$ cat src/rtl/timer_pkg.sv
package timer_pkg;
  typedef struct packed {
    logic clearCnt;
    logic latchLow;
    logic releaseLow;
  } ctrlStrobes_t;

  localparam logic [1:0] ADDR_CTRL = 2'd0;
  localparam logic [1:0] ADDR_HIGH = 2'd1;
  localparam logic [1:0] ADDR_LOW  = 2'd2;

  localparam int BIT_FLAG  = 3;
  localparam int BIT_IEN   = 4;
  localparam int BIT_CLEAR = 5;
endpackage

$ cat src/rtl/timer_datapath.sv
module timer_datapath
  import timer_pkg::*;
#(
  parameter int CNT_W  = 16,
  parameter int DATA_W = 8,
  parameter int DIV_W  = 6,
  parameter int SEL_W  = 3
) (
  input  logic              clk,
  input  logic              rstN,
  input  ctrlStrobes_t      strobes,
  input  logic [SEL_W-1:0]  tapSel,
  output logic [CNT_W-1:0]  cntQ,
  output logic [DATA_W-1:0] bufQ,
  output logic              latchedQ,
  output logic              wrapPulse
);
  localparam int TAPS = DIV_W + 1;

  logic [DIV_W-1:0] divQ;
  logic [TAPS-1:0]  tapTick;
  logic             tick;
  logic [SEL_W-1:0] effSel;

  assign tapTick[0] = 1'b1;
  for (genvar k = 1; k < TAPS; k++) begin : g_tap
    assign tapTick[k] = &divQ[k-1:0];
  end

  always_comb begin
    if (int'(tapSel) > DIV_W) effSel = SEL_W'(DIV_W);
    else                      effSel = tapSel;
  end

  assign tick      = tapTick[effSel];
  assign wrapPulse = tick && !strobes.clearCnt && (cntQ == {CNT_W{1'b1}});

  always_ff @(posedge clk or negedge rstN) begin
    if (!rstN) begin
      divQ <= '0;
      cntQ <= '0;
    end else if (strobes.clearCnt) begin
      divQ <= '0;
      cntQ <= '0;
    end else begin
      divQ <= divQ + 1'b1;
      if (tick) cntQ <= cntQ + 1'b1;
    end
  end

  always_ff @(posedge clk or negedge rstN) begin
    if (!rstN) begin
      latchedQ <= 1'b0;
      bufQ     <= '0;
    end else if (strobes.releaseLow) begin
      latchedQ <= 1'b0;
    end else if (strobes.latchLow && !latchedQ) begin
      latchedQ <= 1'b1;
      bufQ     <= cntQ[DATA_W-1:0];
    end
  end


  clr_zero_chk: assert property (@(posedge clk) disable iff (!rstN)
    strobes.clearCnt |=> (cntQ == '0));


  step_one_chk: assert property (@(posedge clk) disable iff (!rstN)
    !strobes.clearCnt |=> (cntQ == $past(cntQ)) || (cntQ == CNT_W'($past(cntQ) + 1'b1)));


  latch_hold_chk: assert property (@(posedge clk) disable iff (!rstN)
    (latchedQ && !strobes.releaseLow) |=> ($stable(bufQ) && latchedQ));


  release_chk: assert property (@(posedge clk) disable iff (!rstN)
    strobes.releaseLow |=> !latchedQ);
endmodule

$ cat src/rtl/timer_ctrl.sv
module timer_ctrl
  import timer_pkg::*;
#(
  parameter int CNT_W  = 16,
  parameter int DATA_W = 8,
  parameter int SEL_W  = 3
) (
  input  logic              clk,
  input  logic              rstN,
  input  logic              wrEn,
  input  logic              rdEn,
  input  logic [1:0]        addr,
  input  logic [DATA_W-1:0] wrData,
  input  logic [CNT_W-1:0]  cntQ,
  input  logic [DATA_W-1:0] bufQ,
  input  logic              latchedQ,
  input  logic              wrapPulse,
  output ctrlStrobes_t      strobes,
  output logic [SEL_W-1:0]  tapSel,
  output logic [DATA_W-1:0] rdData,
  output logic              irq
);
  logic flagQ;
  logic ienQ;
  logic ctrlWr;

  assign ctrlWr = wrEn && (addr == ADDR_CTRL);

  always_comb begin
    strobes            = '0;
    strobes.clearCnt   = ctrlWr && wrData[BIT_CLEAR];
    strobes.latchLow   = rdEn && (addr == ADDR_HIGH);
    strobes.releaseLow = rdEn && (addr == ADDR_LOW);
  end

  always_ff @(posedge clk or negedge rstN) begin
    if (!rstN) begin
      tapSel <= '0;
      ienQ   <= 1'b0;
      flagQ  <= 1'b0;
    end else begin
      if (ctrlWr) begin
        tapSel <= wrData[SEL_W-1:0];
        ienQ   <= wrData[BIT_IEN];
      end
      if (wrapPulse)                      flagQ <= 1'b1;
      else if (ctrlWr && wrData[BIT_FLAG]) flagQ <= 1'b0;
    end
  end

  assign irq = flagQ && ienQ;

  always_comb begin
    rdData = '0;
    case (addr)
      ADDR_CTRL: begin
        rdData[SEL_W-1:0] = tapSel;
        rdData[BIT_FLAG]  = flagQ;
        rdData[BIT_IEN]   = ienQ;
      end
      ADDR_HIGH: rdData = cntQ[CNT_W-1:DATA_W];
      ADDR_LOW:  rdData = latchedQ ? bufQ : cntQ[DATA_W-1:0];
      default:   rdData = '0;
    endcase
  end


  wrap_flag_chk: assert property (@(posedge clk) disable iff (!rstN)
    wrapPulse |=> irq == ienQ);


  flag_sticky_chk: assert property (@(posedge clk) disable iff (!rstN)
    (flagQ && !(ctrlWr && wrData[BIT_FLAG])) |=> flagQ);
endmodule

$ cat src/rtl/prescaled_timer.sv
module prescaled_timer
  import timer_pkg::*;
#(
  parameter int CNT_W  = 16,
  parameter int DATA_W = 8,
  parameter int DIV_W  = 6
) (
  input  logic              clk,
  input  logic              rstN,
  input  logic              wrEn,
  input  logic              rdEn,
  input  logic [1:0]        addr,
  input  logic [DATA_W-1:0] wrData,
  output logic [DATA_W-1:0] rdData,
  output logic              irq
);
  localparam int SEL_W = $clog2(DIV_W + 1);

  ctrlStrobes_t      strobes;
  logic [SEL_W-1:0]  tapSel;
  logic [CNT_W-1:0]  cntQ;
  logic [DATA_W-1:0] bufQ;
  logic              latchedQ;
  logic              wrapPulse;

  timer_ctrl #(.CNT_W(CNT_W), .DATA_W(DATA_W), .SEL_W(SEL_W)) u_ctrl (
    .clk(clk), .rstN(rstN), .wrEn(wrEn), .rdEn(rdEn), .addr(addr),
    .wrData(wrData), .cntQ(cntQ), .bufQ(bufQ), .latchedQ(latchedQ),
    .wrapPulse(wrapPulse), .strobes(strobes), .tapSel(tapSel),
    .rdData(rdData), .irq(irq)
  );

  timer_datapath #(.CNT_W(CNT_W), .DATA_W(DATA_W), .DIV_W(DIV_W), .SEL_W(SEL_W)) u_dp (
    .clk(clk), .rstN(rstN), .strobes(strobes), .tapSel(tapSel),
    .cntQ(cntQ), .bufQ(bufQ), .latchedQ(latchedQ), .wrapPulse(wrapPulse)
  );
endmodule

$ cat config.mk
export PLATFORM = sky130hd
export DESIGN_NAME = prescaled_timer
export DESIGN_NICKNAME = d
export VERILOG_FILES = /design/src/rtl/timer_pkg.sv /design/src/rtl/timer_datapath.sv /design/src/rtl/timer_ctrl.sv /design/src/rtl/prescaled_timer.sv
export SDC_FILE = /design/constraint.sdc
export NUM_CORES = 1
export LEC_CHECK = 0
export CAP_MARGIN = 10
export CORE_UTILIZATION = 50
export CTS_BUF_LIST = sky130_fd_sc_hd__clkbuf_8
export DETAILED_ROUTE_END_ITERATION = 8
export GPL_TIMING_DRIVEN = 1
export PLACE_DENSITY = 0.75
export SLEW_MARGIN = 20
export SYNTH_ARGS = -nofsm -noshare
export SYNTH_HDL_FRONTEND = slang
export SYNTH_SLANG_ARGS = --single-unit
$ cat constraint.sdc
create_clock -name clk -period 2 [get_ports clk]
set_input_delay 0.5 -clock clk [delete_from_list [all_inputs] [get_ports clk]]
set_output_delay 0.5 -clock clk [all_outputs]
set_load 0.02 [all_outputs]
==> flow_summary.ini <==
[status]
status = finished with violations
violations = setup timing

[setup_path]
crit_slowest_cell = dfrtp_2
start_kind = flop
slowest_delay_ps = 490
path_cells = buf_6 -> nand2_1 -> o21ai_1 -> a222oi_1 -> nor2_1 -> buf_2
criticalPathCategory = flop to primary output
cp.required_ps = 1500
crit_buf_inv = 2
cp_top_family = flip-flops
worstPathArrival_ps = 1710
cp_max_fo = 6
setup.worst_path.end_class = primary output

[floorplanning]
die_h_um = 65.83
rows = 22
core_area_um2 = 3771
dieArea_um2 = 4333
start_util = 0.5401
die_width_um = 65.83
ios = 23

[clock_network]
path_clk_slew_ps = 70
cts_root_buffer = clkbuf_8
cts_sinks = 36
htree_levels = 2
clk_latency_ps = 300
cts_hold_buf = 0
cts_tree = yes
clockBufferDepth = 2
cts_made_buffers = 5

[logic_synthesis]
synth.area.top_cells = dfrtp_1, mux2_2, ha_1
ys_ff_latch = 36
synth_area_um2 = 2037
syn_nets = 224
yosysTopAreaCell = dfrtp_1
yosysWarnings = 0
synth_edf_count = 0
ys_types = 36
synthCells = 202
ys_seq_area_frac = 0.4423
async_flop_share = 1.000
synth_common_cells = dfrtp_1, mux2_2, nand2_1
netlist.area_leader.share = 0.4423
syn_area_per_cell_um2 = 10.08
ys.flop_type = dfrtp_1
post-synth-top-count-cell = dfrtp_1

[sta]
timing.hold.ws_ps = 520.2
drv_slew = 0
fmaxAchievable_mhz = 453.5
setup_tns_ps = -1440
tightest_slew_ps = 455.5
min_period_ps = 2205
hold_viol_final = 0
relSlewSlack = 0.6964
rsz0062_at_grt = true
setup_viol_count_final = 16
fin_crit_sh = 1.103
finalClockSkew_ps = 5.106
setup_slack_ps = -205.3

[power]
power_switching_w = 0.001055
powerDensity_nw_per_um2 = 1007
p_clk_frac = 0.198
p_int_w = 0.001839
ir_drop_mv = 0.6150
switching_share = 0.3646
p_total_w = 0.002894
p_seq_frac = 0.357
power_leakage_nw = 1.289
pwr-share-comb = 0.444

[grt]
grt_pass1_wl_um = 9804
antenna_found_initial = 0
grtUsageTotal = 0.3128
grt_max_degree = 37
overflow = 0
grt_pass1_vias = 2007

[drt]
avgRoutedWirePerCell_um = 21.76
routed_wl_um = 6593
drtIter0Drc = 285
num_vias = 1988
drt_pass1_iterations = 6
drc = 0
ant_nets = 0
vias_per_cell = 6.561

[place]
port_buffers = 20
gp_congestion = 0.8967
hpwlAfterDp_um = 3802
dp_slack_ps = -925.2

[cells_and_area]
nets = 277
fin_util = 0.7624
antenna-diode-count = 0
final_layout_size_suffix_gt1_frac = 0.4549
syn2layout_area_growth_pct = 41.15

[job]
cap_violations = 0

[min_path]
hold_class = flop to flop
logic make-up (layout without fill, tap and decap cells):
logic type,count (synthesis),in the layout,synth area share
AOI/OAI and AO/OA,49,49,0.1658
xor gates and xnor gates,1,1,0.004301
adders and majority gates,8,8,0.04914
buffers and inverters,17,70,0.03624
DFF,36,36,0.4423
muxes,20,20,0.1100
and+or+nand+nor,71,71,0.1923
flip-flops by register name, summed over array words and instances (netlist names):
signal,cells
u_dp.divQ,6
u_ctrl.flagQ,1
u_ctrl.ienQ,1
u_dp.bufQ,8
u_dp.latchedQ,1
u_dp.cntQ,16
u_ctrl.tapSel,3
cell usage in the layout (no fill, tap or decap), drive strengths merged:
| cell type | Yosys | final |
|---|---|---|
| mux2 | 19 | 19 |
| nor2b | 4 | 4 |
| clkdlybuf4s15 | 0 | 1 |
| mux2i | 1 | 1 |
| inv | 6 | 6 |
| nand2 | 16 | 16 |
| and2 | 6 | 6 |
| nand3 | 10 | 10 |
| or3 | 2 | 2 |
| o311ai | 1 | 1 |
| a22oi | 3 | 3 |
| clkdlybuf4s50 | 0 | 10 |
| clkbuf | 7 | 7 |
| buf | 4 | 46 |
| a222oi | 5 | 5 |
| o22ai | 1 | 1 |
| and3 | 5 | 5 |
| o211ai | 1 | 1 |
| xor2 | 1 | 1 |
| a21oi | 15 | 15 |
| a31oi | 3 | 3 |
| nor3 | 2 | 2 |
| o22a | 1 | 1 |
| nor2 | 12 | 12 |
| nand2b | 1 | 1 |
| dfrtp | 36 | 36 |
| o31ai | 9 | 9 |
| a41o | 3 | 3 |
| o21ai | 6 | 6 |
| ha | 8 | 8 |
| or4 | 8 | 8 |
| a211oi | 1 | 1 |
| nand4 | 5 | 5 |
power groups by stage:
stage               Combinational [W]  Clock [W]  Sequential (W)
finish                        0.00129   0.000574         0.00103
CTS                           0.00118   0.000573         0.00102
detailed placement           0.000958          0         0.00103
global route                  0.00136   0.000609         0.00105
floorplan                    0.000528          0         0.00104
global placement             0.000913          0         0.00102
metal layers:
metal | GRT usage | vias to the layer above | share of wire
met3 | 0.07069 | 31 | 0.069
met4 | 0.1359 | 0 | 0.033
met2 | 0.5230 | 113 | 0.51
met1 | 0.3835 | 981 | 0.39
met5 | 0 | - | 0
li1 | - | 863 | -
path summary, 6_finish.rpt:
kind / startpoint / end / slack (ps) / cells past startpoint
max in group asynchronous: rstN / u_dp.latchedQ / 1030 / 2
setup / recovery: u_dp.latchedQ / rdData[2] / -210 / 6
hold / removal: u_dp.bufQ[4] / u_dp.bufQ[4] / 520 / 1
setup reg to reg: u_dp.divQ[0] / u_dp.cntQ[6] / -90 / 8
hold reg to reg: u_dp.bufQ[4] / u_dp.bufQ[4] / 520 / 1
min in group asynchronous: rstN / u_ctrl.tapSel[2] / 620 / 2
metrics by stage:
step                      cells  area (µm²)
final                       303        2875
after global routing        303        2875
after CTS                   303        2791
after detailed placement    289        2509
after global placement      289        2509
after floorplan             202        2064
layout make-up:
| class | count | area (µm²) |
|---|---|---|
| Multi-Input combinational cell | 149 | 1306 |
| Sequential cell | 36 | 902.1 |
| Fill cell | 207 | 895.9 |
| Timing Repair Buffer | 57 | 488.0 |
| Clock buffer | 7 | 96.34 |
| Tap cell | 48 | 60.06 |
| Inverter | 6 | 22.52 |
timing repair:
action / in CTS / in global routing
buffers inserted: 5 / 1
gates cloned: 2 / 0
resized for setup: 74 / 26
pin swaps: 19 / 15
endpoints found under the setup margin: 24 / 25
(Power assumes the default switching activity.)
